==> src/rtl/exc_pkg.sv <==
package exc_pkg;
    localparam int XLEN = 32;
    localparam int CODE_W = 5;
    localparam int IDX_W = 5;

    // status bit positions
    localparam int ST_IE  = 0;
    localparam int ST_EXL = 1;
    localparam int ST_BEV = 22;
    // cause bit positions
    localparam int CA_BD   = 31;
    localparam int CA_CODE = 2;

    // instruction fields
    localparam logic [5:0] OP_CTRL = 6'h10;
    localparam logic [4:0] RS_FROM = 5'h00;
    localparam logic [4:0] RS_TO   = 5'h04;
    localparam logic [4:0] RS_CO   = 5'h10;
    localparam logic [5:0] FN_RET  = 6'h18;

    localparam logic [IDX_W-1:0] REG_STATUS = 5'd12;
    localparam logic [IDX_W-1:0] REG_CAUSE  = 5'd13;
    localparam logic [IDX_W-1:0] REG_EPC    = 5'd14;

    typedef struct packed {
        logic [XLEN-1:0] status;
        logic [XLEN-1:0] cause;
        logic [XLEN-1:0] epc;
        logic            pend;
        logic            redir;
        logic [XLEN-1:0] redir_pc;
    } ctl_state_t;
endpackage

==> src/rtl/exc_decode.sv <==
module exc_decode
    import exc_pkg::*;
(
    input  logic            valid_i,
    input  logic [XLEN-1:0] instr_i,
    output logic            is_from_o,
    output logic            is_to_o,
    output logic            is_ret_o,
    output logic [IDX_W-1:0] gpr_idx_o,
    output logic [IDX_W-1:0] ctl_idx_o
);
    logic       ctrl_op;
    logic [4:0] rs_f;
    logic       low_zero;

    always_comb begin
        ctrl_op   = valid_i && (instr_i[31:26] == OP_CTRL);
        rs_f      = instr_i[25:21];
        low_zero  = (instr_i[10:0] == 11'd0);
        is_from_o = ctrl_op && (rs_f == RS_FROM) && low_zero;
        is_to_o   = ctrl_op && (rs_f == RS_TO) && low_zero;
        is_ret_o  = ctrl_op && (rs_f == RS_CO) && (instr_i[5:0] == FN_RET);
        gpr_idx_o = instr_i[20:16];
        ctl_idx_o = instr_i[15:11];
    end
endmodule

==> src/rtl/exc_vector.sv <==
module exc_vector
    import exc_pkg::*;
#(
    parameter logic [XLEN-1:0] BOOT_BASE = 32'hBFC0_0200,
    parameter logic [XLEN-1:0] RUN_BASE  = 32'h8000_0000,
    parameter logic [XLEN-1:0] VEC_OFF   = 32'h0000_0180
) (
    input  logic            bev_i,
    output logic [XLEN-1:0] target_o
);
    localparam logic [XLEN-1:0] BOOT_VEC = BOOT_BASE + VEC_OFF;
    localparam logic [XLEN-1:0] RUN_VEC  = RUN_BASE + VEC_OFF;

    always_comb begin
        target_o = bev_i ? BOOT_VEC : RUN_VEC;
    end
endmodule

==> src/rtl/exc_ctrl.sv <==
module exc_ctrl
    import exc_pkg::*;
#(
    parameter logic [XLEN-1:0] DEBUG_WORD = 32'hDEAD_C0DE,
    parameter logic [XLEN-1:0] BOOT_BASE  = 32'hBFC0_0200,
    parameter logic [XLEN-1:0] RUN_BASE   = 32'h8000_0000,
    parameter logic [XLEN-1:0] VEC_OFF    = 32'h0000_0180
) (
    input  logic              clk_i,
    input  logic              rst_ni,
    input  logic              instr_valid_i,
    input  logic [31:0]       instr_i,
    input  logic [31:0]       instr_pc_i,
    input  logic              delay_slot_i,
    input  logic              exc_req_i,
    input  logic [4:0]        exc_code_i,
    input  logic              irq_i,
    input  logic [31:0]       gpr_wdata_i,
    output logic              redirect_o,
    output logic [31:0]       redirect_pc_o,
    output logic              rd_we_o,
    output logic [4:0]        rd_gpr_o,
    output logic [31:0]       rd_data_o
);
    localparam logic [XLEN-1:0] RESET_STATUS =
        (XLEN'(1) << ST_BEV) | (XLEN'(1) << ST_EXL);
    localparam logic [XLEN-1:0] SLOT_BYTES = XLEN'(4);

    ctl_state_t st_d, st_q;

    logic             is_from, is_to, is_ret;
    logic [IDX_W-1:0] gpr_idx, ctl_idx;
    logic [XLEN-1:0]  vec_target;
    logic             pend_eff, take_exc, take_irq, take_any;
    logic [CODE_W-1:0] take_code;

    exc_decode u_decode (
        .valid_i   (instr_valid_i),
        .instr_i   (instr_i),
        .is_from_o (is_from),
        .is_to_o   (is_to),
        .is_ret_o  (is_ret),
        .gpr_idx_o (gpr_idx),
        .ctl_idx_o (ctl_idx)
    );

    exc_vector #(
        .BOOT_BASE (BOOT_BASE),
        .RUN_BASE  (RUN_BASE),
        .VEC_OFF   (VEC_OFF)
    ) u_vector (
        .bev_i    (st_q.status[ST_BEV]),
        .target_o (vec_target)
    );

    // next-state computation
    always_comb begin
        st_d       = st_q;
        st_d.redir = 1'b0;
        pend_eff   = st_q.pend | irq_i;
        take_exc   = exc_req_i;
        take_irq   = !exc_req_i && pend_eff && st_q.status[ST_IE];
        take_any   = take_exc || take_irq;
        take_code  = take_exc ? exc_code_i : '0;

        if (take_any) begin
            if (!st_q.status[ST_EXL]) begin
                st_d.cause = '0;
                st_d.cause[CA_CODE +: CODE_W] = take_code;
                st_d.cause[CA_BD] = delay_slot_i;
                st_d.epc = delay_slot_i ? (instr_pc_i - SLOT_BYTES) : instr_pc_i;
            end
            st_d.status[ST_EXL] = 1'b1;
            st_d.redir          = 1'b1;
            st_d.redir_pc       = vec_target;
        end else if (is_ret) begin
            st_d.status[ST_EXL] = 1'b0;
            st_d.redir          = 1'b1;
            st_d.redir_pc       = st_q.epc;
        end else if (is_to && (ctl_idx == REG_STATUS)) begin
            st_d.status = gpr_wdata_i;
        end

        st_d.pend = take_irq ? 1'b0 : pend_eff;
    end

    always_ff @(posedge clk_i) begin
        if (!rst_ni) begin
            st_q.status   <= RESET_STATUS;
            st_q.cause    <= '0;
            st_q.epc      <= '0;
            st_q.pend     <= 1'b0;
            st_q.redir    <= 1'b0;
            st_q.redir_pc <= '0;
        end else begin
            st_q <= st_d;
        end
    end

    // move-from read path
    always_comb begin
        rd_we_o  = is_from && !take_any;
        rd_gpr_o = gpr_idx;
        case (ctl_idx)
            REG_STATUS: rd_data_o = st_q.status;
            REG_CAUSE:  rd_data_o = st_q.cause;
            REG_EPC:    rd_data_o = st_q.epc;
            default:    rd_data_o = DEBUG_WORD;
        endcase
    end

    assign redirect_o    = st_q.redir;
    assign redirect_pc_o = st_q.redir_pc;

    // checks on the control state
    assert_masked_no_redirect_R2: assert property (@(posedge clk_i) disable iff (!rst_ni)
        (!st_q.status[ST_IE] && !exc_req_i && !is_ret) |=> !redirect_o);

    assert_pending_held_R3: assert property (@(posedge clk_i) disable iff (!rst_ni)
        (st_q.pend && !st_q.status[ST_IE]) |=> st_q.pend);

    assert_first_records_epc_R4: assert property (@(posedge clk_i) disable iff (!rst_ni)
        (exc_req_i && !st_q.status[ST_EXL]) |=>
        (st_q.status[ST_EXL] &&
         st_q.epc == ($past(delay_slot_i) ? $past(instr_pc_i) - SLOT_BYTES : $past(instr_pc_i))));

    assert_nested_keeps_R5: assert property (@(posedge clk_i) disable iff (!rst_ni)
        (exc_req_i && st_q.status[ST_EXL]) |=> ($stable(st_q.epc) && $stable(st_q.cause)));

    assert_vector_target_R6: assert property (@(posedge clk_i) disable iff (!rst_ni)
        exc_req_i |=> (redirect_o &&
        redirect_pc_o == ($past(st_q.status[ST_BEV]) ? BOOT_BASE + VEC_OFF : RUN_BASE + VEC_OFF)));

    assert_return_R7: assert property (@(posedge clk_i) disable iff (!rst_ni)
        (is_ret && !take_any) |=>
        (redirect_o && redirect_pc_o == $past(st_q.epc) && !st_q.status[ST_EXL]));

    assert_event_over_return_R11: assert property (@(posedge clk_i) disable iff (!rst_ni)
        (exc_req_i && is_ret) |=> st_q.status[ST_EXL]);
endmodule

==> config.mk <==
export PLATFORM = sky130hd
export DESIGN_NAME = exc_ctrl
export DESIGN_NICKNAME = d
export VERILOG_FILES = /design/src/rtl/exc_pkg.sv /design/src/rtl/exc_decode.sv /design/src/rtl/exc_vector.sv /design/src/rtl/exc_ctrl.sv
export SDC_FILE = /design/constraint.sdc
export NUM_CORES = 1
export LEC_CHECK = 0
export CAP_MARGIN = 40
export CORE_MARGIN = 2
export CORE_UTILIZATION = 49
export DETAILED_ROUTE_END_ITERATION = 8
export GPL_ROUTABILITY_DRIVEN = 0
export GPL_TIMING_DRIVEN = 0
export PLACE_DENSITY = 0.86
export SLEW_MARGIN = 20
export SYNTH_ARGS = -nofsm -noshare
export SYNTH_HDL_FRONTEND = slang
export SYNTH_SLANG_ARGS = --single-unit
==> constraint.sdc <==
create_clock -name clk_i -period 3 [get_ports clk_i]
set_input_delay 0.6 -clock clk_i [delete_from_list [all_inputs] [get_ports clk_i]]
set_output_delay 0.6 -clock clk_i [all_outputs]
set_load 0.05 [all_outputs]
## Word-level counts from Yosys, hierarchy flattened

Cells that the tools add are included.

- Register bits: 104
- Bits of input ports: 107
- Output and inout bits: 71
- Logic and storage cells: 50

- $add $sub $neg: 1
- Equality and inequality tests: 7
- Multiplexer cells: 8
- Bitwise gates (word level): 5
- Reductions and logical operators: 22

Operator list:

| operator | count |
|---|---|
| $pmux W32 S3 | 1 |
| $mux W33 | 2 |
| $mux W32 | 1 |
| $sub A32 B3 Y32 const B | 1 |
| $mux W30 | 1 |
| $eq A5 B4 Y1 const B | 3 |
| $eq A6 B5 Y1 const B | 2 |
| $logic_and A1 B1 Y1 | 11 |
| $logic_not A11 Y1 | 1 |
| $eq A5 B3 Y1 const B | 1 |
| $eq A5 B5 Y1 const B | 1 |
| $logic_not A5 Y1 | 1 |
| $mux W5 | 1 |
| $not A1 Y1 | 4 |
| $reduce_bool A2 Y1 | 2 |
| $reduce_or A2 Y1 | 2 |
| $reduce_and A3 Y1 | 1 |
| $logic_not A1 Y1 | 2 |
| $mux W2 | 1 |
| $reduce_and A2 Y1 | 1 |
| $logic_or A1 B1 Y1 | 1 |
| $mux W1 | 1 |
| $or A1 B1 Y1 | 1 |

## Longest topological paths before layout

- Depth after elaboration: 7
- Depth in mapped cells: 8
- Mapped depth without buffers: 7

## By module

Synthesis repeated with hierarchy kept, for this count alone.

- Cells, all modules: 687
- Area total of the unflattened synthesis: 5,784.3 µm²

By module, submodules not included:

| module | times used | cells an instance | area an instance (µm²) | seq. area each (µm²) |
|---|---|---|---|---|
| exc_ctrl | 1 | 629 | 5,368.9 | 2,082.0 |
| exc_vector | 1 | 34 | 247.7 | 0.0 |
| exc_decode | 1 | 24 | 167.7 | 0.0 |

## Worst setup path after synthesis

OpenSTA, ideal clock, no wires.

- Kind: input to output
- From: input port instr_i[12]
- To: output port rd_data_o[5]
- Data arrival time: 2.544 ns
- Required time: 2.400 ns
- Setup slack: -0.144 ns
- Stages: 4
- Path buffers: 2
- Cell sequence: clkbuf_1 -> clkbuf_1 -> mux2i_1 -> o21ai_0

- Word-level cells in the longest chain between the ends: 2
- Elaborated cells on any way between the ends: 4

Ends and longest elaborated chain:

| what | RTL line | RTL |
|---|---|---|
| start: declaration | exc_ctrl.sv:12 | `input logic [31:0] instr_i,` |
| $eq A5 B4 Y1 | exc_ctrl.sv:104 | `case (ctl_idx)` |
| $pmux W32 S3 (*) | exc_ctrl.sv:104 |  |
| end: declaration | exc_ctrl.sv:23 | `output logic [31:0] rd_data_o` |

Mark *: on every way between the ends. The rest lies on a longest branch, timed or not.

## Worst setup path in the final report

- From: input port instr_i[14]
- To: output port rd_data_o[0]

Same word-level chain as after synthesis.

==> impl_results.md <==
- Outcome: finished clean
- Max Fclk: 340.5 MHz
- DRC violations left: 0
- Die area: 0.01138 sq mm
- Share of async-settable or async-resettable flops after synthesis: 0
- Worst Tran Pin Value: 758.5 ps
- WHS Path Cells: 2
- Clock Path Buffers: 2
- Peak supply drop: 0.2177 mV
- Via count of the routed design: 5358
- Share of cells above drive strength 1: 0.1436
- Post-synth EDFFs: 0
- HP Class: register to register
- Finish-stage setup viols: 0
- H-tree levels: 3
- Most frequent cells in the layout: clkdlybuf4s50_1 (137), nand2_1 (122), dfxtp_1 (104)
- Routed WL: 16760 um
- Worst r2r src: st_q[33]
- Count of different cell masters after synthesis: 47
- Core box area: 0.01028 sq mm
- Crit share post-route: 0.9788
- PD cells: 373.6 mW/mm^2
- Synth area leader: dfxtp_1
- # IOs: 178
- Worst Setup Path Type: input pin to output pin
- Mapped Area: 0.005164 sq mm
- Via/cell ratio: 5.634
- Fin Clk Skew: 11.34 ps
- Clk_lat worst skew: 380 ps
- Area Growth Syn to Fin: 39.11%
- Commonest non-fill, non-tap cell in the layout: clkdlybuf4s50_1
- First-pass GRT wire length: 25700 um
- Wire length per cell: 17.63 um
- Diodes inserted: 0
- Top post-synthesis cells by area: dfxtp_1 (40%), a21oi_1 (9.8%), nand2_1 (8.9%)
- Final Hold Vio Count: 0
- Syn Area/Cell: 8.209 sq um
- Synth warnings: 0
- Startpoint type of the worst setup path: input pin
- RR Endpoint: st_q[47]
- Root buffer cell: clkbuf_8
- Layout Nets: 919
- CP Data Arrival Time: 2340 ps
- Crit path capture: rd_data_o[0]
- Largest net degree at the start of global routing: 19
- Final setup TNS: 0 ps
- Total clock sinks: 104
- Req. time, crit path: 2400 ps
- Initial Util: 0.5024
- Synth Net Count: 737
- Inst Count DP: 935
- IO Port Bufs: 170
- Initial antenna violation count: 0
- Crit path max fanout: 13
- Final ANT Viol Nets: 0
- Die height: 106.7 um
- Yosys top cell area share: 0.4032
- DRT iter0 DRCs: 375
- Slew Viols, Final: 0
- Total CTS buffers: 9
- Synth Register Bits: 104
- CTS tree: done
- Cell leakage power: 2.483 nW
- Cells after synthesis: 629
- Slew HR: 0.4943
- Fin crit period: 2936 ps
- Total global-route track usage: 0.2893
- Crit. Startpoint: instr_i[14]
- Hold_ws: 460.0 ps
- RSZ-0062 raised after global routing: true
- Most used DFF post-synth: dfxtp_1
- Die X: 106.7 um
- Crit path capture type: output pin
- Sequential area share after synthesis: 0.4032
- HPWL Detailed: 12820 um
- Hold-fix buffers, CTS: 0
- Fillers: 815
- Max-cap viol count: 0
- GR Overflow Total: 0
- Final Non-Filler Cells: 951
- First-pass DRT Iterations: 6
- Cells on worst reg2reg path: 6
- CTS clk-pin slew, worst paths: 100 ps
- FP Rows: 37
- Setup slack, reg-to-reg: 740 ps
- Vias in the first global route: 5308
[critical path, stage by stage]
cell and delay [ps]:
clkdlybuf4s50_1 450, nand2_1 120, or3_4 450, nor2_1 170, clkdlybuf4s15_1 540
[where the power goes]
group,switching (mW),internal [mW],leakage (nW)
combinational,0.241,0.218,1.56
clock,0.515,0.310,0.0814
sequential,0.00711,1.39,0.842
total,0.763,1.92,2.48
[Yosys cell counts, types with 7 or more instances]
| library cell | n |
|---|---|
| nor4_1 | 7 |
| nor3_1 | 7 |
| xnor2_1 | 19 |
| xor2_1 | 9 |
| clkbuf_1 | 36 |
| dfxtp_1 | 104 |
| nand2_1 | 122 |
| o21ai_0 | 20 |
| nor2_1 | 36 |
| mux2i_1 | 45 |
| buf_4 | 38 |
| a21oi_1 | 101 |
| a211oi_1 | 9 |
[layout make-up]
type	instances	area, sq um	area share
tap	136	170.2	0.02369
clock buffer	9	123.9	0.01724
inverter	3	11.26	0.001568
multi-input combinational	444	2666	0.3712
sequential	104	2082	0.2898
clock inverter	6	53.80	0.007490
timing repair buffer	172	1608	0.2238
buffer	77	467.9	0.06515
[state kept, by name, indices dropped and copies added, names as in the netlist]
signal / flops
redirect_o: 1
redirect_pc_o: 32
st_q: 71
[kinds of logic (layout without fill, tap and decap cells)]
kind of cell,Yosys count,after routing,synth area share
AOI/OAI and AO/OA,146,146,0.1539
xor gates and xnor gates,28,28,0.04749
buffers and inverters,81,267,0.09014
and+or+nand+nor,224,224,0.2157
muxes,45,45,0.08723
DFF,104,104,0.4032
adders and majority gates,1,1,0.002423
[metal layers]
| layer | track usage | share of wire |
|---|---|---|
| met1 | 0.3314 | 0.39 |
| met2 | 0.4982 | 0.49 |
| met3 | 0.07234 | 0.079 |
| met4 | 0.1484 | 0.043 |
| met5 | 0 | 0 |
[worst min-delay path by stage]
stage | from | endpoint | slack (ps)
floorplan | st_q[100] | st_q[100] | 430
detailed placement | redirect_pc_o[2] | redirect_pc_o[2] | 450
finish | st_q[122] | st_q[122] | 460
CTS | redirect_pc_o[19] | redirect_pc_o[19] | 460
global placement | st_q[127] | st_q[127] | 440
global route | redirect_pc_o[19] | redirect_pc_o[19] | 480
[repair_timing]
| action | 4_1_cts | 5_1_grt |
|---|---|---|
| gates resized for setup | 112 | 28 |
| setup endpoints to repair | 33 | 31 |
| buffers inserted | 1 | 0 |
| gates cloned | 0 | 0 |
[metrics by stage]
stage / area [sq um] / total power, mW / utilization / setup slack [ps]
global placement: 7036 / 1.878 / 0.6846 / -770.0
floorplan: 5164 / 1.648 / - / 148.5
CTS: 7184 / 2.678 / 0.6991 / 42.33
detailed placement: 7036 / 1.884 / 0.6846 / -852.5
global route: 7183 / 2.753 / 0.6989 / -2.684
finish: 7183 / 2.684 / 0.6989 / 63.54
(Power assumes the default switching activity.)
